===== config.mk =====
export PLATFORM = sky130hd
export DESIGN_NAME = dirty_page_tracker
export DESIGN_NICKNAME = d
export VERILOG_FILES = /design/src/rtl/dpt_pkg.sv /design/src/rtl/dpt_page_calc.sv /design/src/rtl/dpt_dirty_reg.sv /design/src/rtl/dpt_wb_req.sv /design/src/rtl/dirty_page_tracker.sv
export SDC_FILE = /design/constraint.sdc
export NUM_CORES = 1
export LEC_CHECK = 0
export ABC_AREA = 1
export BUFFER_PORTS_ARGS = -buffer_cell sky130_fd_sc_hd__buf_2
export CAP_MARGIN = 30
export CORE_MARGIN = 2
export CORE_UTILIZATION = 54
export CTS_CLUSTER_DIAMETER = 80
export DETAILED_ROUTE_END_ITERATION = 16
export GPL_TIMING_DRIVEN = 0
export HOLD_SLACK_MARGIN = 0.02
export PLACE_DENSITY = 0.92
export SYNTH_ARGS = -nofsm -noshare
export SYNTH_HDL_FRONTEND = slang
export SYNTH_HIERARCHICAL = 1
export SYNTH_SLANG_ARGS = --single-unit

===== constraint.sdc =====
create_clock -name clk -period 6.05 [get_ports clk]
set_clock_uncertainty 0.2 [all_clocks]
set_input_delay 0.3025 -clock clk [delete_from_list [all_inputs] [get_ports clk]]
set_output_delay 0.3025 -clock clk [all_outputs]
set_load 0.01 [all_outputs]

===== src/rtl/dpt_pkg.sv =====
package dpt_pkg;

  // Kind of event the tracker commits in a cycle.
  typedef enum logic [1:0] {
    EV_IDLE  = 2'd0,
    EV_WRITE = 2'd1,
    EV_FLUSH = 2'd2
  } dpt_event_e;

  function automatic int unsigned log2_exact(input int unsigned v);
    int unsigned r;
    r = 0;
    while ((32'd1 << r) < v) r++;
    return r;
  endfunction

endpackage


===== src/rtl/dpt_page_calc.sv =====
module dpt_page_calc #(
  parameter int ADDR_W     = 24,
  parameter int PAGE_BYTES = 256,
  localparam int PAGE_SHIFT = dpt_pkg::log2_exact(PAGE_BYTES),
  localparam int PAGE_W     = ADDR_W - PAGE_SHIFT
) (
  input  logic [ADDR_W-1:0] addr,
  input  logic              track_vld,
  input  logic [PAGE_W-1:0] track_page,
  output logic [PAGE_W-1:0] page,
  output logic              crosses
);

  generate
    if (PAGE_SHIFT == 0) begin : g_byte_pages
      assign page = addr;
    end else begin : g_shift_pages
      logic [ADDR_W-1:0] shifted;
      assign shifted = addr >> PAGE_SHIFT;
      assign page    = shifted[PAGE_W-1:0];
    end
  endgenerate

  // A write forces a write-back only if another page is being tracked.
  assign crosses = track_vld && (page != track_page);

  initial begin
    a_r1_page_pow2: assert ((32'd1 << PAGE_SHIFT) == PAGE_BYTES)
      else $error("PAGE_BYTES must be a power of two");
  end

endmodule


===== src/rtl/dpt_dirty_reg.sv =====
module dpt_dirty_reg #(
  parameter int PAGE_W = 16
) (
  input  logic              clk,
  input  logic              rst_n,
  input  dpt_pkg::dpt_event_e ev,
  input  logic [PAGE_W-1:0] new_page,
  output logic              vld,
  output logic [PAGE_W-1:0] page
);
  import dpt_pkg::*;

  always_ff @(posedge clk or negedge rst_n) begin
    if (!rst_n) begin
      vld  <= 1'b0;
      page <= '0;
    end else begin
      unique case (ev)
        EV_WRITE: begin
          vld  <= 1'b1;
          page <= new_page;
        end
        EV_FLUSH: begin
          vld  <= 1'b0;
          page <= '0;
        end
        default: ;
      endcase
    end
  end

  // a committed write leaves its page tracked.
  a_r4_write_tracks: assert property (@(posedge clk) disable iff (!rst_n)
    ev == EV_WRITE |=> vld && page == $past(new_page));

  // a committed flush empties the tracker.
  a_r5_flush_empties: assert property (@(posedge clk) disable iff (!rst_n)
    ev == EV_FLUSH |=> !vld && page == '0);

endmodule


===== src/rtl/dpt_wb_req.sv =====
module dpt_wb_req #(
  parameter int PAGE_W = 16
) (
  input  logic              clk,
  input  logic              rst_n,
  input  logic              load,
  input  logic [PAGE_W-1:0] load_page,
  output logic              wb_valid,
  input  logic              wb_ready,
  output logic [PAGE_W-1:0] wb_page
);

  always_ff @(posedge clk or negedge rst_n) begin
    if (!rst_n) begin
      wb_valid <= 1'b0;
      wb_page  <= '0;
    end else if (load) begin
      wb_valid <= 1'b1;
      wb_page  <= load_page;
    end else if (wb_valid && wb_ready) begin
      wb_valid <= 1'b0;
    end
  end

  // a waiting request holds its page.
  a_r8_hold_until_ack: assert property (@(posedge clk) disable iff (!rst_n)
    wb_valid && !wb_ready |=> wb_valid && $stable(wb_page));

  // a handshake without a new load retires the request.
  a_r8_retire: assert property (@(posedge clk) disable iff (!rst_n)
    wb_valid && wb_ready && !load |=> !wb_valid);

  // the block never overwrites a request that is still pending.
  a_r9_no_overwrite: assert property (@(posedge clk) disable iff (!rst_n)
    load |-> !wb_valid);

endmodule


===== src/rtl/dirty_page_tracker.sv =====
module dirty_page_tracker #(
  parameter int ADDR_W     = 24,
  parameter int PAGE_BYTES = 256,
  localparam int PAGE_SHIFT = dpt_pkg::log2_exact(PAGE_BYTES),
  localparam int PAGE_W     = ADDR_W - PAGE_SHIFT
) (
  input  logic              clk,
  input  logic              rst_n,
  input  logic              wr_valid,
  output logic              wr_ready,
  input  logic [ADDR_W-1:0] wr_addr,
  input  logic              flush_valid,
  output logic              flush_ready,
  output logic              wb_valid,
  input  logic              wb_ready,
  output logic [PAGE_W-1:0] wb_page,
  output logic              dirty_valid,
  output logic [PAGE_W-1:0] dirty_page
);
  import dpt_pkg::*;

  logic [PAGE_W-1:0] wr_page;
  logic              crosses;
  logic              wr_fire;
  logic              flush_fire;
  logic              req_load;
  logic [PAGE_W-1:0] req_page;
  dpt_event_e        ev;

  dpt_page_calc #(
    .ADDR_W     (ADDR_W),
    .PAGE_BYTES (PAGE_BYTES)
  ) u_page (
    .addr       (wr_addr),
    .track_vld  (dirty_valid),
    .track_page (dirty_page),
    .page       (wr_page),
    .crosses    (crosses)
  );

  // A write is held back only when it needs a second request slot.
  assign wr_ready    = !(wb_valid && crosses);
  // Writes take precedence over flushes offered in the same cycle.
  assign flush_ready = !wr_valid && !(wb_valid && dirty_valid);

  assign wr_fire    = wr_valid && wr_ready;
  assign flush_fire = flush_valid && flush_ready;

  always_comb begin
    ev = EV_IDLE;
    if (wr_fire)         ev = EV_WRITE;
    else if (flush_fire) ev = EV_FLUSH;
  end

  // The page that leaves is always the one tracked before this event.
  assign req_load = (wr_fire && crosses) || (flush_fire && dirty_valid);
  assign req_page = dirty_page;

  dpt_dirty_reg #(
    .PAGE_W   (PAGE_W)
  ) u_dirty (
    .clk      (clk),
    .rst_n    (rst_n),
    .ev       (ev),
    .new_page (wr_page),
    .vld      (dirty_valid),
    .page     (dirty_page)
  );

  dpt_wb_req #(
    .PAGE_W    (PAGE_W)
  ) u_req (
    .clk       (clk),
    .rst_n     (rst_n),
    .load      (req_load),
    .load_page (req_page),
    .wb_valid  (wb_valid),
    .wb_ready  (wb_ready),
    .wb_page   (wb_page)
  );

  // crossing into a new page requests the old one.
  a_r3_cross_requests: assert property (@(posedge clk) disable iff (!rst_n)
    wr_fire && crosses |=> wb_valid && wb_page == $past(dirty_page));

  // flushing a tracked page requests it.
  a_r5_flush_requests: assert property (@(posedge clk) disable iff (!rst_n)
    flush_fire && dirty_valid |=> wb_valid && wb_page == $past(dirty_page));

  // an empty flush is silent.
  a_r6_empty_flush_quiet: assert property (@(posedge clk) disable iff (!rst_n)
    flush_fire && !dirty_valid && !wb_valid |=> !wb_valid && !dirty_valid);

  // a write that does not leave the tracked page is silent.
  a_r7_same_page_quiet: assert property (@(posedge clk) disable iff (!rst_n)
    wr_fire && !crosses && !wb_valid |=> !wb_valid);

  // a flush is never taken together with a write.
  a_r10_write_first: assert property (@(posedge clk) disable iff (!rst_n)
    !(wr_fire && flush_fire));

endmodule


Yosys cells after proc, flatten, opt, wreduce, memory -nomap -nowiden
Cells that the tools add are included.
{"block": "op_classes", "n_addsub": 0, "n_mul": 0, "div": 0, "n_lt_le_gt_ge": 0, "eq_ne": 3, "shifts": 0, "mux": 6, "bitwise_logic": 0, "reduce_logical": 15}
{"cell": "$pmux 16 s2", "count": 1}
{"cell": "$ne 16x16->1", "count": 1}
{"cell": "$logic_and 1x1->1", "count": 9}
{"cell": "$mux 2", "count": 2}
{"cell": "$reduce_bool 2->1", "count": 2}
{"cell": "$logic_not 1->1", "count": 3}
{"cell": "$eq 2x1->1 const B", "count": 1}
{"cell": "$eq 2x2->1 const B", "count": 1}
{"cell": "$mux 1", "count": 2}
{"cell": "$pmux 1 s2", "count": 1}
{"cell": "$logic_or 1x1->1", "count": 1}
{"block": "word_totals", "register_bits": 34, "latch_bits": 0, "ramBits": 0, "mem_bits_ro": 0, "input_bits": 29, "output_inout_bits": 36, "word_cells": 28, "memories": 0}

Longest topological paths before layout
Gate-level depths: netlist (run 1).
{"block": "depth", "ltp_word": 8, "ltp_mapped": 15, "ltp_nobuf": 13}

By module
The synthesis (run 1) kept the hierarchy.
{"module": "dpt_dirty_reg", "n_inst": 1, "cells_each": 76, "area_each_um2": 782.0, "seq_area_each_um2": 425.4}
{"module": "dpt_wb_req", "n_inst": 1, "cells_each": 72, "area_each_um2": 675.6, "seq_area_each_um2": 425.4}
{"module": "dpt_page_calc", "n_inst": 1, "cells_each": 103, "area_each_um2": 452.9, "seq_area_each_um2": 0.0}
{"module": "dirty_page_tracker", "n_inst": 1, "cells_each": 9, "area_each_um2": 46.3, "seq_area_each_um2": 0.0}

Worst setup path before layout (run 1)
No wires, ideal clock.
{"block": "synth_path", "path_kind": "register -> register", "startpoint": "reg u_dirty.page[0]", "endpoint": "reg u_dirty.page[15]", "setup_time_ns": 0.117, "t_arrival_ns": 1.774, "required_time_ns": 5.733, "slack_ns": 3.959, "path_stages_with_launch": 14, "n_path_buf": 2, "period_less_slack_ns": 2.091, "cell_sequence": "dfrtp_1 -> nor2_1 -> nor2_1 -> nor2_1 -> nand2_1 -> nor2_1 -> a21oi_1 -> a21oi_1 -> inv_1 -> ha_1 -> buf_6 -> buf_4 -> nand2_1 -> nand2_1"}
{"block": "synth_via", "elab_chain_cells": 8, "elab_cells_between_ends": 10, "cone_classes": "eq/ne: 3; mux: 2; reduce/logical: 5"}
{"element": "from (decl)", "line_no": "dpt_dirty_reg.sv:9", "text": "output logic [PAGE_W-1:0] page"}
{"element": "from (signal assigned)", "line_no": "dpt_dirty_reg.sv:21", "text": "page <= new_page;"}
{"element": "$ne 16x16->1 *", "line_no": "dpt_page_calc.sv:25", "text": "assign crosses = track_vld && (page != track_page);"}
{"element": "$logic_and 1x1->1 *", "line_no": "dpt_page_calc.sv:25"}
{"element": "named net crosses", "line_no": "dirty_page_tracker.sv:23", "text": "logic crosses;"}
{"element": "$logic_and 1x1->1 *", "line_no": "dirty_page_tracker.sv:42", "text": "assign wr_ready = !(wb_valid && crosses);"}
{"element": "$logic_not 1->1 *", "line_no": "dirty_page_tracker.sv:42"}
{"element": "$logic_and 1x1->1 *", "line_no": "dirty_page_tracker.sv:46", "text": "assign wr_fire = wr_valid && wr_ready;"}
{"element": "$mux 2 *", "line_no": "dirty_page_tracker.sv:51", "text": "if (wr_fire) ev = EV_WRITE;"}
{"element": "named net ev[0]", "line_no": "dirty_page_tracker.sv:28", "text": "dpt_event_e ev;"}
{"element": "$eq 2x2->1 or $eq 2x1->1 (tied branches)", "line_no": "dpt_dirty_reg.sv:18", "text": "unique case (ev)"}
{"element": "$pmux 16 s2 or $reduce_bool 2->1 (tied branches)"}
The timed path passes the listed nets; every way through them passes the cells marked *.
A chain may end at the register's enable or synchronous reset.

Worst setup path after layout (run 1)
{"block": "layout_path", "startpoint": "reg u_dirty.page[15]", "endpoint": "reg u_dirty.page[15]"}
The elaborated chain is that of the path after synthesis.

==> results of run 1 <==
==> metal layers <==
metal  vias up  track usage  routed length [µm]
met3         5       0.0546                 224
li1        893            -                   -
met5         -            0                   0
met2        46        0.424                2300
met4         0       0.0878                  64
met1       824        0.278                1870
==> how the worst max path moves through the flow <==
| stage | end | slack (ns) |
|---|---|---|
| 2_1_floorplan | u_dirty/page[15] | 3.96 |
| 3_3_place_gp | u_dirty/page[1] | 3.79 |
| 3_5_place_dp | u_dirty/page[4] | 3.69 |
| 4_1_cts | u_dirty/page[4] | 3.66 |
| 5_1_grt | u_dirty/page[1] | 3.43 |
| 6_report | u_dirty/page[15] | 3.66 |
==> power by group <==
part           internal (mW)  leakage, nW  switching, mW
logic                  0.231         1.02          0.320
registers              0.330        0.426          0.102
clock network         0.0793       0.0446         0.0754
==> cell families (layout without fill, tap and decap cells) <==
kind of cell               Yosys count  in the layout  share of synthesized area
DFF                                 34             34                      0.435
and+or+nand+nor                    163            163                      0.356
adders and majority gates            2              2                     0.0128
buffers and inverters               56            122                      0.180
AOI/OAI and AO/OA                    4              4                     0.0121
xor gates and xnor gates             1              1                    0.00448
==> Yosys cell counts, drive strengths merged <==
library cell,number,area [µm²]
a21oi,3,18.8
and2,1,6.26
buf,22,200
clkbuf,1,13.8
dfrtp,34,851
ha,2,25.0
inv,33,139
nand2,124,473
nand3,17,135
nand4,1,6.26
nor2,20,75.1
o21ai,1,5.00
xor2,1,8.76
==> worst reg2reg max path, stage by stage (launching register included) <==
cell and delay [ns]:
dfrtp_1 0.45, inv_1 0.06, nand2_1 0.06, nand2_1 0.04, nor2_1 0.10, nand2_1 0.06
nor2_1 0.15, a21oi_1 0.13, a21oi_1 0.17, inv_1 0.09, ha_1 0.31, buf_6 0.15
buf_4 0.18, nand2_1 0.07, nand2_1 0.06
==> final cells by class <==
class,count,share of cell area
inverters,33,0.0580
well taps,46,0.0240
clock buffers,8,0.0329
multi-input cells,170,0.315
repair buffers,58,0.125
plain buffers,23,0.0894
flip-flops and latches,34,0.355
==> flip-flops by register name, indices dropped and copies added (netlist names) <==
register        cells
u_req/wb_valid      1
u_req/wb_page      16
u_dirty/vld         1
u_dirty/page       16
==> cells in the final DEF (no fill, tap or decap), types with 2 or more instances in the layout <==
master / n
buf_6: 2
nand2_1: 121
a21oi_1: 2
buf_8: 2
nand3_2: 10
inv_8: 2
dfrtp_1: 34
inv_1: 31
buf_2: 56
nand2_2: 3
clkbuf_4: 5
nor2_1: 20
ha_1: 2
dlygate4sd3_1: 2
nand3_1: 7
buf_4: 17
clkbuf_8: 4
==> repair_timing <==
item / CTS / global route
hold endpoints to repair: 35 / 0
hold buffers: 2 / 0
buffers inserted: 0 / 0
==> results.sh, run 1 <==
export IMPL_crit_chain="inv_1, nand2_1, nand2_1, nor2_1, nand2_1, nor2_1, a21oi_1, a21oi_1, inv_1, ha_1, buf_6, buf_4, nand2_1, nand2_1"
export IMPL_hold_class="in2reg"
export IMPL_cpPeakStageDelay_ns=0.45
export IMPL_crit_path_top_delay_cell="dfrtp_1"
export IMPL_timing_slew_headroom=0.503
export IMPL_startpoint_type="flop"
export IMPL_dp_cells=362
export IMPL_initial_core_util=0.573
export IMPL_dpl_instance_area_um2=2290
export IMPL_first_pass_iters=4
export IMPL_fp_dieH_um=64.2
export IMPL_multi_input_area_um2=753
export IMPL_grt_first_pass_wirelength_um=7560
export IMPL_cp_buffers_inverters=4
export IMPL_nets=356
export IMPL_num_rows=21
export IMPL_cts_max_level=2
export IMPL_seq_area_um2=851
export IMPL_fin_util=0.701
export IMPL_io_pins=65
export IMPL_cp_max_fo=10
export IMPL_period_share=0.396
export IMPL_p_per_area_nw_per_um2=475
export IMPL_crit_arrival_ns=2.43
export IMPL_setup_slack_ns=3.66
export IMPL_synth_seq_area_share=0.435
export IMPL_dp_hpwl_um=3310
export IMPL_cts_resized=0
export IMPL_diodes=0
export IMPL_place_congestion=0.869
export IMPL_dr_total_vias=1768
export IMPL_critPathMostFrequentCell="nand2_1"
export IMPL_rr_startpoint="u_dirty/page[15]"
export IMPL_syn_avg_cell_area_um2=7.53
export IMPL_crit_start="u_dirty/page[15]"
export IMPL_setup_tns_ns=0
export IMPL_synthToLayoutAreaGrowth_pct=22.3
export IMPL_path_class="reg2reg"
export IMPL_drcViolationCount=0
export IMPL_tritoncts_num_buffers=5
export IMPL_portBuffers=56
export IMPL_preCtsSetupSlack_ns=3.69
export IMPL_ys_types=20
export IMPL_finalHoldViolations=0
export IMPL_total_power_mw=1.14
export IMPL_regToRegEndpoint="u_dirty/page[15]"
export IMPL_dieArea_um2=4120
export IMPL_cp_num_cells=14
export IMPL_drtIter0Drc=89
export IMPL_tritoncts="done"
export IMPL_overflow=0
export IMPL_ff2ff_path_depth=14
export IMPL_cts_max_path_buffers=2
export IMPL_grt_max_degree=35
export IMPL_r2r_slack_ns=3.66
export IMPL_core_area_um2=3420
export IMPL_max_cap_violations=0
export IMPL_synth_cells=260
export IMPL_path_clk_slew_ns=0.11
export IMPL_hold_end="u_dirty/page[10]"
export IMPL_whs_ns=0.0787
export IMPL_finalSetupViolCount=0
export IMPL_synth_warnings=6
export IMPL_critical_path_top_delay_family="simple AND/OR/NAND/NOR gates"
export IMPL_synth_seq_cells=34
export IMPL_status="finished clean"
export IMPL_power_leakage_nw=1.49
export IMPL_clock_sinks=34
export IMPL_rsz0062_at_grt="false"
export IMPL_avgViaCountPerCell=4.75
export IMPL_finalNonFillerCells=372
export IMPL_end_kind="flop"
export IMPL_vdd_ir_drop_max_mv=0.198
export IMPL_worst_slew_pin_slew_ns=0.746
export IMPL_syn_nets=291
export IMPL_gr_usage_all_layers=0.238
export IMPL_grt_pass1_vias=1702
export IMPL_slew_violations=0
export IMPL_drive_above_1_share=0.316
export IMPL_totalWireLength_um=4450
export IMPL_stdcell_area_um2=2390
export IMPL_antenna_found_initial=0
export IMPL_required_ns=6.09
export IMPL_fillers=291
export IMPL_hold_depth=4
export IMPL_finalCriticalPeriod_ns=2.39
export IMPL_min_from="wr_addr[18]"
export IMPL_antenna_left=0
export IMPL_die_x_um=64.2
export IMPL_fmax_mhz=418
export IMPL_wire_per_inst_um=12.0
export IMPL_syn_area_um2=1960
export IMPL_clockRootBuffer="clkbuf_4"
export IMPL_clk_latency_ns=0.35
Note: power is estimated with default switching activity, not from simulation.
==> run 2: changes to the inputs <==
--- a/config.mk
+++ b/config.mk
@@ -9,12 +9,12 @@
 export BUFFER_PORTS_ARGS = -buffer_cell sky130_fd_sc_hd__buf_2
 export CAP_MARGIN = 30
 export CORE_MARGIN = 2
-export CORE_UTILIZATION = 54
+export CORE_UTILIZATION = 45
 export CTS_CLUSTER_DIAMETER = 80
 export DETAILED_ROUTE_END_ITERATION = 16
 export GPL_TIMING_DRIVEN = 0
 export HOLD_SLACK_MARGIN = 0.02
-export PLACE_DENSITY = 0.92
+export PLACE_DENSITY = 0.82
 export SYNTH_ARGS = -nofsm -noshare
 export SYNTH_HDL_FRONTEND = slang
 export SYNTH_HIERARCHICAL = 1
==> constraint.sdc (replaced) <==
create_clock -name clk -period 2.2 [get_ports clk]
set_clock_uncertainty 0.2 [all_clocks]
set_input_delay 0.11 -clock clk [delete_from_list [all_inputs] [get_ports clk]]
set_output_delay 0.11 -clock clk [all_outputs]
set_load 0.01 [all_outputs]
==> run 2 against run 1 <==
Worst hold slack improved by 0.060 ns. Register-to-register slack worse by 3.6 ns. Critical path depth down 2. Via count increased by 6.1%. Sequential share of layout area decreased by 4.1 points. Combinational power rose to 3.2 times the previous value. Non-clock buffer count is 28 higher. First-iteration DRC count is 54% higher. Critical endpoint is now u_dirty/vld. Highest routed layer unchanged.
==> results.sh, run 2 (synthesis gave the netlist of run 1 again) <==
export IMPL_end_kind="flop"
export IMPL_grt_max_degree=35
export IMPL_clkPwrFrac=0.126
export IMPL_dp_hpwl_um=3160
export IMPL_crit_path_top_delay_cell="dfrtp_1"
export IMPL_period_share=0.973
export IMPL_initial_core_util=0.479
export IMPL_p_per_area_nw_per_um2=1240
export IMPL_p_int_mw=1.93
export IMPL_tritoncts_num_buffers=5
export IMPL_gr_usage_all_layers=0.217
export IMPL_cp_max_fo=6
export IMPL_finalHoldViolations=0
export IMPL_finalSetupViolCount=0
export IMPL_final_cell_mix="nand2_1, buf_2, dfrtp_1"
export IMPL_dieArea_um2=4890
export IMPL_drcViolationCount=0
export IMPL_num_rows=23
export IMPL_fmax_mhz=467
export IMPL_required_ns=2.20
export IMPL_crit_chain="nor2_1, nor2_1, nor2_1, nand2_1, nor2_2, a21oi_2, a21oi_2, inv_2, ha_4, buf_4, nand2_1, o21ai_0"
export IMPL_critical_path_top_delay_family="simple AND/OR/NAND/NOR gates"
export IMPL_crit_arrival_ns=2.14
export IMPL_p_comb_frac=0.524
export IMPL_setup_slack_ns=0.0597
export IMPL_status="finished clean"
export IMPL_path_class="reg2reg"
export IMPL_timing_slew_headroom=0.500
export IMPL_worst_slew_pin_slew_ns=0.750
export IMPL_first_pass_iters=4
export IMPL_power_frac_seq=0.350
export IMPL_totalWireLength_um=4940
export IMPL_fillers=331
export IMPL_clock_sinks=34
export IMPL_antenna_left=0
export IMPL_cts_max_path_buffers=2
export IMPL_clockRootBuffer="clkbuf_8"
export IMPL_ff2ff_path_depth=12
export IMPL_portBuffers=56
export IMPL_hold_class="in2reg"
export IMPL_rsz0062_at_grt="true"
export IMPL_grt_pass1_vias=1916
export IMPL_startpoint_type="flop"
export IMPL_regToRegEndpoint="u_dirty/vld"
export IMPL_hold_end="u_dirty/page[14]"
export IMPL_reg_top3="u_dirty/page (16), u_req/wb_page (16)"
export IMPL_antenna_found_initial=0
export IMPL_rr_startpoint="u_dirty/page[5]"
export IMPL_tritoncts="done"
export IMPL_core_area_um2=4090
export IMPL_vdd_ir_drop_max_mv=0.534
export IMPL_dr_total_vias=1876
export IMPL_cp_buffers_inverters=2
export IMPL_hold_depth=4
export IMPL_die_x_um=69.9
export IMPL_fp_dieH_um=69.9
export IMPL_preCtsSetupSlack_ns=-0.0986
export IMPL_place_congestion=0.766
export IMPL_switching_share=0.427
export IMPL_diodes=0
export IMPL_cpPeakStageDelay_ns=0.42
export IMPL_avgViaCountPerCell=4.66
export IMPL_power_switching_mw=1.44
export IMPL_r2r_slack_ns=0.06
export IMPL_grt_first_pass_wirelength_um=8490
export IMPL_cts_max_level=2
export IMPL_nets=384
export IMPL_min_from="wr_addr[22]"
export IMPL_drtIter0Drc=137
export IMPL_finalCriticalPeriod_ns=2.14
export IMPL_clk_latency_ns=0.28
export IMPL_io_pins=65
export IMPL_path_clk_slew_ns=0.06
export IMPL_drive_above_1_share=0.351
export IMPL_max_cap_violations=0
export IMPL_wire_per_inst_um=12.3
export IMPL_synthToLayoutAreaGrowth_pct=38.4
export IMPL_overflow=0
export IMPL_layout_commonest_cell="nand2_1"
export IMPL_critPathMostFrequentCell="nor2_1"
export IMPL_power_leakage_nw=1.62
export IMPL_slew_violations=0
export IMPL_total_power_mw=3.37
[run 2: worst max path at each step]
stage | cells past startpoint | endpoint | from | slack [ns]
finish | 12 | u_dirty/vld | u_dirty/page[5] | 0.06
floorplan | 13 | u_dirty/page[15] | u_dirty/page[0] | 0.11
global placement | 14 | u_dirty/page[4] | u_dirty/page[13] | -0.05
CTS | 13 | u_dirty/vld | u_dirty/page[9] | -0.02
detailed placement | 14 | u_dirty/page[0] | u_dirty/page[13] | -0.1
global route | 12 | u_dirty/page[13] | u_dirty/page[13] | -0.03
[run 2: area by class of cell]
cell class	count	area (µm²)	area share
Sequential cell	34	852	0.315
Multi-Input combinational cell	170	793	0.293
Timing Repair Buffer	88	588	0.217
Buffer	21	195	0.0721
Inverter	33	141	0.0522
Clock buffer	7	76.3	0.0282
Tap cell	50	62.6	0.0231
[run 2: layer usage]
layer,vias up,routed length (µm),track usage,share of wire
met2,56,2570,0.387,0.52
li1,941,-,-,-
met1,875,2060,0.256,0.42
met3,4,269,0.0476,0.054
met5,-,0,0,0
met4,0,36,0.0748,0.0073
[run 2: what timing repair did]
item,in CTS,in global routing
hold buffers,18,0
gates resized for setup,5,12
endpoints found under the hold margin,51,0
gates cloned,0,1
pin swaps,5,6
setup endpoints to repair,11,17
buffers inserted,10,4
[run 2: per-stage QoR]
step	std cells	TNS, ns	hold slack, ns	area, µm²	util
2_1_floorplan	260	0	-0.386	1960	-
3_3_place_gp	366	-0.501	0.0178	2300	0.563
3_5_place_dp	366	-0.942	0.0227	2300	0.563
4_1_cts	400	-0.0264	0.125	2620	0.642
5_1_grt	403	-0.208	0.165	2710	0.663
6_report	403	0	0.138	2710	0.663
[run 2: power groups by stage]
stage / clock network (mW) / logic, mW / registers (mW)
after floorplan: 0 / 0.857 / 1.29
after global placement: 0 / 1.45 / 1.18
after detailed placement: 0 / 1.50 / 1.20
after CTS: 0.436 / 1.65 / 1.17
after global routing: 0.461 / 1.96 / 1.23
final: 0.425 / 1.76 / 1.18
[run 2: worst register-to-register path, cell delays in order, from the launching register on]
cell	delay [ns]
dfrtp_1	0.42
nor2_1	0.13
nor2_1	0.06
nor2_1	0.11
nand2_1	0.09
nor2_2	0.12
a21oi_2	0.09
a21oi_2	0.15
inv_2	0.06
ha_4	0.34
buf_4	0.17
nand2_1	0.05
o21ai_0	0.07
